==> src/rtl/modrx_pkg.sv <==
package modrx_pkg;
  localparam logic [15:0] CRC_SEED = 16'hFFFF;
  localparam logic [15:0] CRC_REFL_POLY = 16'hA001;

  // One byte through the reflected CRC-16, eight right shifts
  function automatic logic [15:0] crc16_byte(input logic [15:0] c, input logic [7:0] b);
    logic [15:0] r;
    r = c ^ {8'h00, b};
    for (int i = 0; i < 8; i++) begin
      if (r[0]) r = (r >> 1) ^ CRC_REFL_POLY;
      else      r = r >> 1;
    end
    return r;
  endfunction
endpackage

==> src/rtl/modrx_gap_timer.sv <==
module modrx_gap_timer #(
  parameter int GAP_HALVES = 7
) (
  input  logic clk,
  input  logic rst_n,
  input  logic tick_i,
  input  logic byte_i,
  output logic gap_hit_o
);
  localparam int CW = $clog2(GAP_HALVES + 1);
  localparam logic [CW-1:0] SAT = CW'(GAP_HALVES);
  localparam logic [CW-1:0] LAST = CW'(GAP_HALVES - 1);

  logic [CW-1:0] cnt_q;

  always_ff @(posedge clk) begin
    if (!rst_n)                      cnt_q <= SAT;
    else if (byte_i)                 cnt_q <= '0;
    else if (tick_i && cnt_q != SAT) cnt_q <= cnt_q + 1'b1;
  end

  assign gap_hit_o = tick_i && !byte_i && (cnt_q == LAST);

  p_restart_r9: assert property (@(posedge clk) disable iff (!rst_n)
    byte_i |=> cnt_q == '0);
  p_saturate_r2: assert property (@(posedge clk) disable iff (!rst_n)
    cnt_q == SAT |=> (cnt_q == SAT) || (cnt_q == '0));
endmodule

==> src/rtl/modrx_crc16.sv <==
module modrx_crc16
  import modrx_pkg::*;
(
  input  logic        clk,
  input  logic        rst_n,
  input  logic        en_i,
  input  logic [7:0]  data_i,
  input  logic        clr_i,
  output logic [15:0] crc_o
);
  logic [15:0] crc_q;

  always_ff @(posedge clk) begin
    if (!rst_n)     crc_q <= CRC_SEED;
    else if (en_i)  crc_q <= crc16_byte(crc_q, data_i);
    else if (clr_i) crc_q <= CRC_SEED;
  end

  assign crc_o = crc_q;

  p_seed_after_clear_r3: assert property (@(posedge clk) disable iff (!rst_n)
    clr_i && !en_i |=> crc_q == CRC_SEED);
endmodule

==> src/rtl/modrx_paybuf.sv <==
module modrx_paybuf #(
  parameter int DEPTH = 254,
  parameter int AW    = 8
) (
  input  logic          clk,
  input  logic          we_i,
  input  logic [AW-1:0] waddr_i,
  input  logic [7:0]    wdata_i,
  input  logic [AW-1:0] raddr_i,
  output logic [7:0]    rdata_o
);
  logic [7:0] mem [DEPTH];

  always_ff @(posedge clk) begin
    if (we_i && (int'(waddr_i) < DEPTH)) mem[waddr_i] <= wdata_i;
  end

  always_comb begin
    rdata_o = 8'h00;
    if (int'(raddr_i) < DEPTH) rdata_o = mem[raddr_i];
  end
endmodule

==> src/rtl/modrx_frame_rx.sv <==
module modrx_frame_rx
  import modrx_pkg::*;
#(
  parameter int MAX_FRAME  = 256,
  parameter int MIN_FRAME  = 4,
  parameter int GAP_HALVES = 7
) (
  input  logic       clk,
  input  logic       rst_n,
  input  logic       half_tick,
  input  logic       in_valid,
  output logic       in_ready,
  input  logic [7:0] in_data,
  output logic       rpt_valid,
  input  logic       rpt_ready,
  output logic [7:0] rpt_addr,
  output logic [7:0] rpt_func,
  output logic       rpt_exc,
  output logic [7:0] rpt_len,
  output logic       rpt_crc_ok,
  input  logic [7:0] pay_raddr,
  output logic [7:0] pay_rdata
);
  localparam int CNT_W = $clog2(MAX_FRAME + 2);
  localparam int PAY_DEPTH = MAX_FRAME - 2;
  localparam logic [CNT_W-1:0] CNT_SAT = CNT_W'(MAX_FRAME + 1);
  localparam logic [CNT_W-1:0] CNT_MAX = CNT_W'(MAX_FRAME);
  localparam logic [CNT_W-1:0] CNT_MIN = CNT_W'(MIN_FRAME);

  logic             in_fire, gap_hit, frame_done, len_ok, buf_we;
  logic             in_frame_q;
  logic [CNT_W-1:0] cnt_q;
  logic [7:0]       addr_q, func_q;
  logic [15:0]      crc;
  logic [CNT_W-1:0] widx;

  assign in_ready   = !rpt_valid;
  assign in_fire    = in_valid && in_ready;
  assign frame_done = in_frame_q && gap_hit;
  assign len_ok     = (cnt_q >= CNT_MIN) && (cnt_q <= CNT_MAX);

  modrx_gap_timer #(.GAP_HALVES(GAP_HALVES)) u_gap (
    .clk(clk), .rst_n(rst_n), .tick_i(half_tick), .byte_i(in_fire),
    .gap_hit_o(gap_hit));

  modrx_crc16 u_crc (
    .clk(clk), .rst_n(rst_n), .en_i(in_fire), .data_i(in_data),
    .clr_i(frame_done), .crc_o(crc));

  // Payload starts at frame byte 2; check bytes land too but are not counted
  assign widx   = cnt_q - CNT_W'(2);
  assign buf_we = in_fire && in_frame_q && (cnt_q >= CNT_W'(2)) && (cnt_q < CNT_MAX);

  modrx_paybuf #(.DEPTH(PAY_DEPTH), .AW(8)) u_buf (
    .clk(clk), .we_i(buf_we), .waddr_i(widx[7:0]), .wdata_i(in_data),
    .raddr_i(pay_raddr), .rdata_o(pay_rdata));

  always_ff @(posedge clk) begin
    if (!rst_n) begin
      in_frame_q <= 1'b0;
      cnt_q      <= '0;
      addr_q     <= '0;
      func_q     <= '0;
    end else if (in_fire) begin
      in_frame_q <= 1'b1;
      if (!in_frame_q) begin
        cnt_q  <= CNT_W'(1);
        addr_q <= in_data;
      end else begin
        if (cnt_q != CNT_SAT) cnt_q <= cnt_q + 1'b1;
        if (cnt_q == CNT_W'(1)) func_q <= in_data;
      end
    end else if (frame_done) begin
      in_frame_q <= 1'b0;
      cnt_q      <= '0;
    end
  end

  always_ff @(posedge clk) begin
    if (!rst_n) begin
      rpt_valid  <= 1'b0;
      rpt_addr   <= '0;
      rpt_func   <= '0;
      rpt_exc    <= 1'b0;
      rpt_len    <= '0;
      rpt_crc_ok <= 1'b0;
    end else if (frame_done && len_ok) begin
      rpt_valid  <= 1'b1;
      rpt_addr   <= addr_q;
      rpt_func   <= func_q;
      rpt_exc    <= func_q[7];
      rpt_len    <= 8'(cnt_q - CNT_MIN);
      rpt_crc_ok <= (crc == 16'h0000);
    end else if (rpt_valid && rpt_ready) begin
      rpt_valid <= 1'b0;
    end
  end

  p_end_is_quiet_r2: assert property (@(posedge clk) disable iff (!rst_n)
    frame_done |-> !in_fire);
  p_hold_r8: assert property (@(posedge clk) disable iff (!rst_n)
    rpt_valid && !rpt_ready |=> rpt_valid && $stable(rpt_addr) && $stable(rpt_func)
      && $stable(rpt_len) && $stable(rpt_crc_ok) && $stable(rpt_exc));
  p_len_bound_r7: assert property (@(posedge clk) disable iff (!rst_n)
    rpt_valid |-> int'(rpt_len) <= MAX_FRAME - MIN_FRAME);
  p_no_write_while_held_r8: assert property (@(posedge clk) disable iff (!rst_n)
    rpt_valid |-> !buf_we);
endmodule

==> config.mk <==
export PLATFORM = sky130hd
export DESIGN_NAME = modrx_frame_rx
export DESIGN_NICKNAME = d
export VERILOG_FILES = /design/src/rtl/modrx_pkg.sv /design/src/rtl/modrx_gap_timer.sv /design/src/rtl/modrx_crc16.sv /design/src/rtl/modrx_paybuf.sv /design/src/rtl/modrx_frame_rx.sv
export SDC_FILE = /design/constraint.sdc
export NUM_CORES = 2
export LEC_CHECK = 0
export BUFFER_PORTS_ARGS = -buffer_cell sky130_fd_sc_hd__buf_2
export CAP_MARGIN = 10
export CORE_MARGIN = 5
export CORE_UTILIZATION = 61
export CTS_CLUSTER_DIAMETER = 100
export DETAILED_ROUTE_END_ITERATION = 8
export PLACE_DENSITY_LB_ADDON = 0.08
export SYNTH_ARGS = -nofsm -noshare
export SYNTH_HDL_FRONTEND = slang
export SYNTH_SLANG_ARGS = --single-unit
==> constraint.sdc <==
create_clock -name clk -period 9.5 [get_ports clk]
set_clock_uncertainty 0.05 [all_clocks]
set_input_delay 2.85 -clock clk [delete_from_list [all_inputs] [get_ports clk]]
set_output_delay 2.85 -clock clk [all_outputs]
set_load 0.005 [all_outputs]
======== After elaboration in Yosys (flattened, before gate mapping) ========
Memory sizes are Yosys's and may differ from the RTL's.
Cells that the tools add are included.
Widths: inputs -> output; s select.
word-level totals
  bits of input ports ..................... 21
  ROM bits ................................ 0
  logic and storage cells ................. 96
  output and inout bits ................... 36
  memories ................................ 1
  bits in latches ......................... 0
  bits in registers ....................... 72
  bits in writable memories ............... 2032
memory list
  memory     depth  bits a word  rd ports  clocked after Yosys merged registers in  write ports  RTL line            RTL
  u_buf.mem  254    8            1         0                                        1            modrx_paybuf.sv:12  logic [7:0] mem [DEPTH];
operators by class
  div/mod/pow operators ................... 0
  bitwise operators ....................... 10
  eq/ne operators ......................... 5
  multiply operators ...................... 0
  shifts and indexed selects .............. 0
  reduce and logical (&&, ||, !) cells .... 21
  order comparisons ....................... 6
  add/subtract/negate cells ............... 4
  muxes and demuxes ....................... 37
operators by type and width
  cell                 count
  $mux 16              24
  $mux 9               4
  $not 2->3            8
  $logic_not 16->1     1
  $lt 8x8->1 const B   2
  $xor 16x8->16        1
  $logic_and 1x1->1    12
  $add 9x1->9 const B  1
  $eq 9x1->1 const B   1
  $ge 9x2->1 const B   1
  $ge 9x3->1 const B   1
  $le 9x9->1 const B   1
  $lt 9x9->1 const B   1
  $ne 9x9->1 const B   1
  $mux 8               1
  $sub 8x2->8 const B  1
  $sub 8x3->8 const B  1
  $mux 1               6
  $mux 3               2
  $reduce_bool 2->1    3
  $reduce_and 2->1     2
  $add 3x1->3 const B  1
  $eq 3x3->1 const B   1
  $ne 3x2->1 const B   1
  4 further kinds      5

======== Logic depth before layout (Yosys ltp) ========
  depth after elaboration ................. 32
  depth in mapped cells ................... 13
  depth with buffers taken out ............ 9

======== Modules after synthesis ========
Synthesis repeated with hierarchy kept, for this count alone.
second synthesis, totals
  cells, all modules ...................... 4180
  area total of the unflattened synthesis .. 82934.5 um2
modules (own cells, without submodules)
  module           times used  cells an instance  area each (um2)  sequential area each (um2)
  modrx_paybuf     1           3777               79344.8          61018.5
  modrx_frame_rx   1           289                2562.5           1041.0
  modrx_crc16      1           95                 840.8            320.3
  modrx_gap_timer  1           19                 186.4            60.1

======== Least setup slack after synthesis ========
No wires, ideal clock.
  path type ............................... input-to-output
  from .................................... input port pay_raddr[0]
  to ...................................... output port pay_rdata[7]
  required time ........................... 6600 ps
  cell stages on the path ................. 9
  arrival ................................. 4814 ps
  setup slack ............................. 1786 ps
  buffers on the path ..................... 4
  path through ............................ buf_6 > buf_12 > buf_6 > buf_4 > mux2_2 > mux4_2 > a21oi_1 > nor2_1 > o311a_1
between the ends
  longest elaborated chain between the ends .. 2
  elaborated cells on any way between the ends .. 3
  those cells by class .................... order compare: 1; mux: 1; memory: 1
RTL lines
  what                                                RTL line              RTL
  start, declared                                     modrx_frame_rx.sv:21  input logic [7:0] pay_raddr,
  $mem_v2 254x8 / $lt 8x8->1 (equally long branches)  n/a
  $mux 8 *                                            modrx_paybuf.sv:20    if (int'(raddr_i) < DEPTH) rdata_o = mem[raddr_i];
  end, declared                                       modrx_frame_rx.sv:22  output logic [7:0] pay_rdata
Every way passes the cells marked *; elsewhere a longest branch is shown, timed or not.

======== Worst setup path in the final report ========
  from .................................... input port pay_raddr[0]
  to ...................................... output port pay_rdata[2]
Same word-level chain as after synthesis.

==> key figures <==
Status
  – Status: complete, no violations

STA
  – Final Setup Violations: 0
  – Fin. Hold Viols: 0
  – Worst-Margin Slew: between 1000 and 1500 ps
  – Slew Limit Fails: 0
  – RSZ-0062 raised after global routing: false
  – Minimum clock period: between 9000 and 10000 ps
  – Achievable Freq: ~110 MHz
  – Normalized max-slew margin: 18.2%
  – Tcrit/Tclk final: 98.0%

Critical path
  – CP max stage delay: 900 ps
  – Worst setup EP type: output pin
  – R2r startpoint: cnt_q[1]
  – Family with the most delay on the worst path: compound AO/OA/AOI/OAI gates
  – Worst-case reg-to-reg path depth: 10
  – Critical Path Slowest Stage Cell: a2111oi_1
  – Worst setup path startpoint: pay_raddr[0]
  – Worst EP arrival: 6410 ps
  – CP Cell Sequence: buf_8 -> buf_12 -> buf_12 -> buf_4 -> mux4_2 -> nor2_1 -> nor3_1 -> a2111oi_1 -> a31oi_1 -> o221a_2 -> buf_2
  – WP buf/inv: 5
  – CP startpoint kind: input port
  – Crit path required time: 6600 ps
  – Crit Path Max Fanout: 41
  – Critical Path Most Common Cell: buf_12
  – Crit path depth: 11
  – Setup CP Type: input port to output pin

Synth
  – Post-Syn Area: between 80000 and 90000 um2
  – Syn_area_per_cell: roughly 20 um2
  – Synth cell types: 69
  – Async SR Flop Fraction: 0%
  – Syn nets: 4178
  – Synth warn: 0
  – Post-synthesis sequential area ratio: 75.4%
  – EDFF count, synth: 2032
  – Post-synth top area cell: edfxtp_1
  – Main area contributors after synthesis: edfxtp_1, mux4_2, mux2i_1, dfxtp_1, nor2_1
  – Yosys reg bits: approximately 2100
  – Predominant post-synthesis flop cell: edfxtp_1
  – Cell with the most instances after synthesis: edfxtp_1
  – Syn Inst Count: 4143
  – Commonest cells in the netlist: edfxtp_1, mux4_2, nor2_1
  – Top-area cell type share of the netlist area: 73.7%

Layout
  – Footprint of the multi-input gates: approximately 19000 um2
  – Layout cell share with drive strength beyond 1: between 20% and 30%
  – Post-Layout Cell Count: approximately 6300
  – Fin nets: ~4400
  – FILL cells: ~8700
  – Post-synthesis to final-layout area growth: 11.3%
  – Register Area: 62400 um2

Clock network
  – Clk root buf: clkbuf_16
  – Max clock buf depth: 3
  – Number of buffers created by CTS: 205
  – H-tree Lvls: 4
  – Setup repair bufs after CTS: 0
  – Worst-skew pair later-pin latency: 810 ps
  – CTS tree: yes
  – Clock-pin slew on the worst setup and hold paths: 60 ps
  – CTS Sinks: 2103

Hold path
  – Min-Delay Path Class: flop to flop
  – Hold path depth: 2
  – Min-delay src: addr_q[4]

GRT
  – First-pass GRT wire length: 307 mm
  – Pin count of the biggest net entering global routing: 122
  – GRT Resource Usage Total: a little under a third
  – Number of antenna violations at the first check in global routing: 11
  – Grt ovf: 0
  – Number of global-route vias before repair: roughly 42000

Place
  – Placed cells: 5927
  – Hpwl dp: 133 mm
  – Placer Congestion: between 0.8 and 0.9
  – Port Buffer Count: 56

Drt
  – Routed length per instance: 34.2 um
  – Met3 routed WL: 23.4 mm
  – Highest metal used: met4
  – Routed wire length: between 200 and 250 mm
  – Via density: 6.80
  – ANT nets after route: 0
  – Via count: roughly 43000
  – # DRC: 0
  – Met2 wire len: 99.4 mm
  – DR iter-0 viols: 5856
  – Drt first pass iters: 6
  – Metal-1 WL: 84.4 mm

Power
  – Overall power: around 19 mW
  – Static leakage: 29.4 nW
  – P per Cell Area: around 210 nW/um2
  – Maximum VDD drop: ~0.19 mV

Floorplan
  – Core area: about 140000 um2
  – Die area: approximately 140000 um2
  – Die Y: 379 um
  – Num rows: roughly 140
  – Die X: 379 um
  – Starting density of the core: 61.3%
  – # IOs: 57

Flow run
  – Max Cap Violations: 0
-- metrics by stage --
step / hold slack [ps] / area [um2] / utilization, % / setup WS, ps / TNS (ps)
after floorplan: 407 / 82800 / - / 1790 / 0
after global placement: 423 / 85600 / 63.3 / -455 / -455
after detailed placement: 435 / 85600 / 63.4 / -476 / -476
after CTS: 445 / 92100 / 68.2 / 81.9 / 0
after global routing: 458 / 92100 / 68.2 / 115 / 0
final: 442 / 92200 / 68.2 / 186 / 0
-- tightest hold or removal path: stages, from the launching register on --
cell      delay (ps)
dfxtp_1          310
o21ai_0           60
a21boi_0          70
-- report_power, final --
part / switching, mW / internal, mW
clock: 3.38 / 4.56
sequential: 0.0157 / 10.2
combinational: 0.665 / 0.389
-- cell families (layout without fill, tap and decap cells) --
| family | count (synthesis) | after routing | synth area share [%] |
|---|---|---|---|
| muxes | 703 | 703 | 15.4 |
| AOI/OAI and AO/OA | 362 | 362 | 3.05 |
| adders and majority gates | 14 | 14 | 0.211 |
| and+or+nand+nor | 654 | 654 | 3.43 |
| buffers and inverters | 267 | 643 | 2.06 |
| xor gates and xnor gates | 40 | 40 | 0.440 |
| other | 0 | 8 | 0 |
| DFF | 2103 | 2103 | 75.4 |
-- state kept, by name, indices dropped and copies added (netlist names) --
name         flops
u_crc.crc_o     16
addr_q           8
rpt_func         8
rpt_len          8
rpt_valid        1
u_buf.mem     2032
u_gap.cnt_q      3
cnt_q            9
rpt_crc_ok       1
in_frame_q       1
rpt_addr         8
func_q           8
-- metal layers --
layer | GRT usage (%) | vias to the layer above
met5 | 0 | -
met4 | 10.9 | 0
met3 | 8.02 | 391
met2 | 45.5 | 2498
met1 | 44.6 | 22600
li1 | - | 17400
-- path summary, 6_finish.rpt --
path | endpoint | slack (ps)
worst max-delay path | pay_rdata[2] | 190
worst min-delay path | addr_q[4] | 440
worst max register to register | u_buf.mem[71][5] | 3820
worst min register to register | addr_q[4] | 440
-- cell usage in the layout (no fill, tap or decap), types with 8 or more instances in the layout --
master,instances
a221oi_1,12
and3_1,8
edfxtp_1,2032
clkbuf_16,211
o22ai_1,50
clkbuf_8,8
nor2b_1,46
diode_2,8
mux2i_1,232
o221ai_1,45
a21oi_1,67
a211oi_1,12
dfxtp_1,71
nand2_1,162
buf_4,178
a22oi_1,29
a31oi_1,12
clkbuf_1,41
buf_2,44
nand3_2,16
xor2_1,11
and2_1,9
nor3_1,41
mux4_2,455
nand3_1,27
nor2_1,311
mux2_2,14
buf_12,21
o21ai_0,55
bufinv_16,19
inv_1,11
clkinv_2,38
ha_1,14
a2111oi_0,14
a21boi_0,8
clkinv_1,48
xnor2_1,28
nor4_1,12
-- cell type report --
| cell class | count | area share, % |
|---|---|---|
| Sequential cell | 2103 | 67.7 |
| Clock inverter | 121 | 1.17 |
| Antenna cell | 8 | 0.0217 |
| Timing Repair Buffer | 255 | 2.32 |
| Tap cell | 1781 | 2.42 |
| Clock buffer | 252 | 5.90 |
| Inverter | 15 | 0.0638 |
| Multi-Input combinational cell | 1773 | 20.4 |
-- what timing repair did --
action,4_1_cts,5_1_grt
hold buffers,0,0
gates cloned,0,0
endpoints found under the setup margin,1,3
pin swaps,0,0
resized for setup,3,3
Note: power is estimated with default switching activity, not from simulation.
